==> src/rtl/adc_rd_pkg.sv <==
package adc_rd_pkg;
  localparam int unsigned CODE_W = 8;
  typedef logic [CODE_W-1:0] code_t;
endpackage

==> src/rtl/adc_busy_edge.sv <==
module adc_busy_edge (
  input  logic clk,
  input  logic rst_n,
  input  logic busy_i,
  output logic rise_o,
  output logic fall_o,
  output logic eoc_o
);
  logic busy_q, busy_d;
  logic eoc_q, eoc_d;

  always_comb begin
    busy_d = busy_i;
    eoc_d  = busy_q & ~busy_i;
  end

  always_ff @(posedge clk or negedge rst_n) begin
    if (!rst_n) begin
      busy_q <= 1'b0;
      eoc_q  <= 1'b0;
    end else begin
      busy_q <= busy_d;
      eoc_q  <= eoc_d;
    end
  end

  assign rise_o = busy_i & ~busy_q;
  assign fall_o = busy_q & ~busy_i;
  assign eoc_o  = eoc_q;

  // the end-of-conversion pulse lasts a single cycle
  a_r5_eoc_single: assert property (@(posedge clk) disable iff (!rst_n)
    eoc_o |=> !eoc_o);
endmodule

==> src/rtl/adc_result_hold.sv <==
module adc_result_hold #(
  parameter int unsigned W = 8
) (
  input  logic         clk,
  input  logic         rst_n,
  input  logic         load_i,
  input  logic [W-1:0] code_i,
  output logic [W-1:0] code_o
);
  logic [W-1:0] code_q, code_d;

  always_comb begin
    code_d = code_q;
    if (load_i) code_d = code_i;
  end

  always_ff @(posedge clk or negedge rst_n) begin
    if (!rst_n) code_q <= '0;
    else        code_q <= code_d;
  end

  assign code_o = code_q;
endmodule

==> src/rtl/adc_bus_gate.sv <==
module adc_bus_gate #(
  parameter int unsigned W = 8
) (
  input  logic         clk,
  input  logic         rst_n,
  input  logic         cs_n_i,
  input  logic         rd_n_i,
  input  logic         busy_i,
  input  logic         abort_i,
  input  logic [W-1:0] code_i,
  output logic [W-1:0] data_o,
  output logic [W-1:0] oe_o,
  output logic         invalid_o
);
  logic sel;
  logic oe_q, oe_d;
  logic inv_q, inv_d;

  always_comb begin
    sel   = ~cs_n_i & ~rd_n_i;
    oe_d  = sel & ~abort_i;
    inv_d = sel & busy_i;
  end

  always_ff @(posedge clk or negedge rst_n) begin
    if (!rst_n) begin
      oe_q  <= 1'b0;
      inv_q <= 1'b0;
    end else begin
      oe_q  <= oe_d;
      inv_q <= inv_d;
    end
  end

  assign oe_o      = {W{oe_q}};
  assign data_o    = oe_q ? code_i : '0;
  assign invalid_o = inv_q;

  // either strobe high releases the bus on the next cycle
  a_r2_release: assert property (@(posedge clk) disable iff (!rst_n)
    (cs_n_i || rd_n_i) |=> (oe_o == '0));
  // a conversion start resets the read port
  a_r6_abort: assert property (@(posedge clk) disable iff (!rst_n)
    abort_i |=> (oe_o == '0));
  // the invalid flag only follows a sample taken while busy
  a_r7_flag: assert property (@(posedge clk) disable iff (!rst_n)
    invalid_o |-> $past(busy_i));
endmodule

==> src/rtl/adc_rd_port.sv <==
module adc_rd_port
  import adc_rd_pkg::*;
(
  input  logic        clk,
  input  logic        rst_n,
  input  logic        busy_i,
  input  code_t       result_i,
  input  logic        cs_n_i,
  input  logic        rd_n_i,
  output code_t       data_o,
  output code_t       data_oe_o,
  output logic        eoc_o,
  output logic        read_invalid_o
);
  logic  busy_rise, busy_fall;
  code_t held;

  adc_busy_edge i_edge (
    .clk    (clk),
    .rst_n  (rst_n),
    .busy_i (busy_i),
    .rise_o (busy_rise),
    .fall_o (busy_fall),
    .eoc_o  (eoc_o)
  );

  adc_result_hold #(.W(CODE_W)) i_hold (
    .clk    (clk),
    .rst_n  (rst_n),
    .load_i (busy_fall),
    .code_i (result_i),
    .code_o (held)
  );

  adc_bus_gate #(.W(CODE_W)) i_gate (
    .clk       (clk),
    .rst_n     (rst_n),
    .cs_n_i    (cs_n_i),
    .rd_n_i    (rd_n_i),
    .busy_i    (busy_i),
    .abort_i   (busy_rise),
    .code_i    (held),
    .data_o    (data_o),
    .oe_o      (data_oe_o),
    .invalid_o (read_invalid_o)
  );

  // the held result moves only at a busy falling edge
  a_r4_hold: assert property (@(posedge clk) disable iff (!rst_n)
    !busy_fall |=> $stable(held));
  // a bus that is not enabled reads as zero
  a_r3_quiet: assert property (@(posedge clk) disable iff (!rst_n)
    (data_oe_o == '0) |-> (data_o == '0));
  // a pulse appears only after busy was seen falling
  a_r5_eoc_cause: assert property (@(posedge clk) disable iff (!rst_n)
    eoc_o |-> $past(busy_fall));
endmodule

==> config.mk <==
export PLATFORM = sky130hd
export DESIGN_NAME = adc_rd_port
export DESIGN_NICKNAME = d
export VERILOG_FILES = /design/src/rtl/adc_rd_pkg.sv /design/src/rtl/adc_busy_edge.sv /design/src/rtl/adc_result_hold.sv /design/src/rtl/adc_bus_gate.sv /design/src/rtl/adc_rd_port.sv
export SDC_FILE = /design/constraint.sdc
export NUM_CORES = 1
export LEC_CHECK = 0
export BUFFER_PORTS_ARGS = -buffer_cell sky130_fd_sc_hd__clkbuf_2
export CAP_MARGIN = 20
export CELL_PAD_IN_SITES_DETAIL_PLACEMENT = 0
export CELL_PAD_IN_SITES_GLOBAL_PLACEMENT = 1
export CORE_ASPECT_RATIO = 0.75
export CORE_UTILIZATION = 25
export CTS_BUF_LIST = sky130_fd_sc_hd__clkbuf_4
export CTS_CLUSTER_DIAMETER = 200
export DETAILED_ROUTE_END_ITERATION = 10
export PLACE_DENSITY = 0.73
export SYNTH_ARGS = -nofsm -noshare
export SYNTH_HDL_FRONTEND = slang
export SYNTH_SLANG_ARGS = --single-unit
==> constraint.sdc <==
create_clock -name clk -period 1.3 [get_ports clk]
set_clock_uncertainty 0.15 [all_clocks]
set_input_delay 0 -clock clk [delete_from_list [all_inputs] [get_ports clk]]
set_output_delay 0 -clock clk [all_outputs]
set_load 0.005 [all_outputs]
### After elaboration in Yosys (flattened, before gate mapping)

Cells that the tools add are included.

| storage, ports and cells | value |
|---|---|
| register bits | 12 |
| latch bits | 0 |
| RAM bits | 0 |
| memory bits (read-only) | 0 |
| input port bits | 13 |
| output and inout bits | 18 |
| logic and storage cells | 16 |
| memories | 0 |

| operators by class | value |
|---|---|
| add/subtract/negate cells | 0 |
| $mul | 0 |
| divide/modulo/power cells | 0 |
| magnitude comparators | 0 |
| equal/unequal tests | 0 |
| shift operators | 0 |
| mux-type cells | 1 |
| bitwise logic cells | 10 |
| reduce and logical (&&, ||, !) cells | 0 |

Operators with widths:

| cell | count |
|---|---|
| $mux W8 | 1 |
| $and A1 B1 Y1 | 5 |
| $not A1 Y1 | 5 |

### Longest topological paths before layout

| depth | value |
|---|---|
| depth in word-level cells | 4 |
| depth in mapped cells | 3 |
| depth with buffers taken out | 2 |

### By module

From an unflattened synthesis, not the netlist that was laid out.

| unflattened totals | value |
|---|---|
| cell total of the unflattened synthesis | 41 |
| area total of the unflattened synthesis | 569.3 µm² |

Modules (own cells, without submodules):

| module | times used | cells each | area an instance (µm²) | sequential area each (µm²) |
|---|---|---|---|---|
| adc_result_hold | 1 | 17 | 331.6 | 200.2 |
| adc_bus_gate | 1 | 20 | 172.7 | 50.0 |
| adc_busy_edge | 1 | 4 | 65.1 | 50.0 |

### Least setup slack after synthesis

No wires, ideal clock.

| path | value |
|---|---|
| path type | reg-to-reg |
| start point | register i_edge.busy_q |
| end point | register i_hold.code_q[0], in the netlist i_hold.code_o[0] |
| library setup time | 125 ps |
| arrival | 890 ps |
| data required time | 1,025 ps |
| setup slack | 135 ps |
| stages on the path, launching flop included | 4 |
| path buffers | 1 |
| clock period less this slack | 1,165 ps |
| path through | dfrtp_1 nor2b_4 buf_6 mux2_4 |

| on the way | value |
|---|---|
| word-level cells in the longest chain between the ends | 1 |

Ends and longest elaborated chain:

| what | line | RTL |
|---|---|---|
| from (decl) | adc_busy_edge.sv:9 | `logic busy_q, busy_d;` |
| from (signal assigned) | adc_busy_edge.sv:22 | `busy_q <= busy_d;` |
| $and A1 B1 Y1 | adc_busy_edge.sv:28 | `assign fall_o = busy_q & ~busy_i;` |
| via busy_fall | adc_rd_port.sv:15 | `logic busy_rise, busy_fall;` |
| to (signal assigned) | adc_result_hold.sv:19 | `else code_q <= code_d;` |
| to (decl) | adc_result_hold.sv:10 | `logic [W-1:0] code_q, code_d;` |

The timed path passes the listed nets, and every way through them passes these cells.
A chain may end at the register's enable or synchronous reset.

### Worst setup path in the final report

| path | value |
|---|---|
| start point | input busy_i |
| end point | register i_hold.code_q[7], in the netlist i_hold.code_o[7] |

| on the way | value |
|---|---|
| word-level cells in the longest chain between the ends | 2 |

Ends and longest elaborated chain:

| what | line | RTL |
|---|---|---|
| from (decl) | adc_rd_port.sv:6 | `input logic busy_i,` |
| $not A1 Y1 | adc_busy_edge.sv:28 |  |
| $and A1 B1 Y1 | adc_busy_edge.sv:28 |  |

No other way between the ends.

==> impl_metrics.py <==
metrics = {
    "place": {
        "port_buffers": 30,
        "place_congestion": 0.6199,
        "dp_slack_ns": 0.07609,
        "post-place-cells": 88,
        "dp.final_hpwl_um": 753.2,
    },
    "synthesis": {
        "syn_area_um2": 574.3,
        "synth_seq_area_share": 0.5229,
        "ys_ff_latch": 12,
        "ys_warn_count": 0,
        "synth.avg_cell_area_um2": 14.01,
        "synth_fp_nets": 54,
        "synth_cell_types": 9,
        "syn_inst": 41,
    },
    "pwr": {
        "leakagePower_nw": 0.4532,
        "peakVddDrop_uv": 557.5,
        "power_density_nw_per_um2": 979.6,
        "total_power_mw": 0.8420,
    },
    "drt": {
        "vias_per_cell": 4.029,
        "via_count": 423,
        "route.detailed.drc": 3,
        "wirelength_um": 1039,
        "ant_nets": 0,
        "first_pass_iters": 7,
        "post_drt_wl_per_cell_um": 9.895,
        "dr.first_iter.drc_count": 11,
    },
    "hold_path": {
        "hold_class": "primary input to flop",
    },
    "global_routing": {
        "antenna_found_initial": 0,
        "grt_start_max_net_pins": 17,
        "grt.total_usage": 0.09729,
        "grt_pass1_wl_um": 1780,
        "grt_pass1_vias": 441,
        "grt-ovfl-total": 0,
    },
    "cts": {
        "clockBufferDepth": 2,
        "postCtsSetupBuffers": 0,
        "cts_tree": "yes",
        "htreeDepth": 1,
        "root_buffer": "clkbuf_4",
        "cts.sinks": 12,
        "worstSkewPairLatency_ns": 0.26,
        "path_clk_slew_ns": 0.07,
        "numCtsBuffers": 3,
    },
    "sta": {
        "min_period_over_period": 0.9650,
        "whs_ns": 0.2881,
        "setup_viol": 0,
        "layout_setup_ws_ns": 0.04556,
        "rsz0062_at_grt": "no",
        "tightest_slew_ns": 0.2942,
        "slew_headroom": 0.8039,
        "drv_slew": 0,
        "period_needed_ns": 1.254,
        "finalHoldViolCount": 0,
        "max_freq_ghz": 0.7972,
        "setup_tns_ns": 0,
    },
    "floorplan": {
        "dieArea_um2": 2495,
        "coreArea_um2": 2085,
        "start_util": 0.2755,
        "rows": 14,
        "io_pins": 31,
        "die_y_um": 43.51,
        "die_w_um": 57.35,
    },
    "layout": {
        "drive_gt1_frac": 0.5556,
        "num-nets-final": 95,
        "areaGrowthSynthToFinish_pct": 49.67,
        "n_antenna_cell": 0,
        "fin_cells": 105,
    },
    "status": {
        "status": "complete, but fails checks",
        "violations": "design-rule violations",
    },
    "setup_path": {
        "cp_max_fo": 4,
        "cp.required_ns": 1.30,
        "worstSetupStartpointType": "primary input",
        "critical_path_class": "primary input to flop",
        "endpoint_kind": "flop",
        "worstPathArrival_ns": 1.26,
        "r2r_slack_ns": 0.09,
    },
    "flow_run": {
        "maxCapViolCount": 0,
    },
}
[repair_timing]
action,4_1_cts,5_1_grt
hold endpoints to repair,24,0
resized for setup,1,1
endpoints found under the setup margin,8,5
gates cloned,0,0
hold buffers,13,0
[cells in the final DEF, fill, tap and decap left out]
cell type,count
buf_6,1
buf_4,1
nor2b_4,1
nor3b_1,1
dfrtp_1,11
mux2_4,8
dfrtp_2,1
dlygate4sd3_1,13
inv_1,1
clkbuf_4,3
a211oi_1,1
clkinv_1,1
and2_1,8
clkbuf_2,30
[cells in the mapped netlist, drive strengths merged]
cell,instances,area (um^2)
a211oi,1,7.510
and2,8,50.05
buf,9,71.32
dfrtp,12,300.3
inv,1,3.750
mux2,8,120.1
nor2b,1,13.76
nor3b,1,7.510
[sequential cells by signal, summed over array words and instances, names as in the netlist]
name / flops
i_edge.busy_q: 1
i_edge.eoc_o: 1
i_gate.invalid_o: 1
i_gate.oe_q: 1
i_hold.code_o: 8
[power breakdown]
part	total [mW]	internal, mW	leakage [nW]	switching, mW
logic	0.176	0.122	0.294	0.0533
clock network	0.225	0.111	0.0154	0.114
registers	0.442	0.416	0.144	0.0256
[path summary, 6_finish.rpt]
path / to / startpoint / depth (start not counted)
max: i_hold.code_o[7] / busy_i / 5
max in group asynchronous: i_gate.oe_q / rst_n / 3
min: i_gate.oe_q / cs_n_i / 3
min reg2reg: i_hold.code_o[7] / i_hold.code_o[7] / 1
max reg2reg: i_hold.code_o[7] / i_edge.busy_q / 3
min in group asynchronous: i_hold.code_o[3] / rst_n / 3
[area by class of cell]
cell class,instances,area [um^2]
repair buffers,45,299.0
multi-input cells,19,198.9
fillers,206,1225
well taps,24,30.03
clock buffers,3,22.52
flip-flops and latches,12,301.5
inverters,1,3.754
clock inverters,1,3.754
[worst max-delay path: stages]
cell and delay, ns:
dlygate4sd3_1 0.54, clkbuf_2 0.15, nor2b_4 0.13, buf_4 0.14, mux2_4 0.29
[routing by layer]
metal  part of all wire  GRT usage  up-vias  wire, um
met5                  0          0        -         0
met2               0.47     0.1744       22       487
met1               0.47     0.1088      195       486
met4                  0    0.01463        0         0
li1                   -          -      206         -
met3              0.064    0.04478        0        66
[logic make-up (layout without fill, tap and decap cells)]
kind of cell,after synthesis,in the layout,share of synthesized area
DFF,12,12,0.5229
muxes,8,8,0.2092
AOI/OAI and AO/OA,1,1,0.01308
and+or+nand+nor,10,10,0.1242
buffers and inverters,10,50,0.1307
[per-stage QoR]
step                        util  instance area, um^2
after floorplan                -                574.3
after global routing      0.4124                859.6
final                     0.4124                859.6
after CTS                 0.4106                855.8
after global placement    0.3349                698.2
after detailed placement  0.3349                698.2
Power figures use the tool's default switching activity.
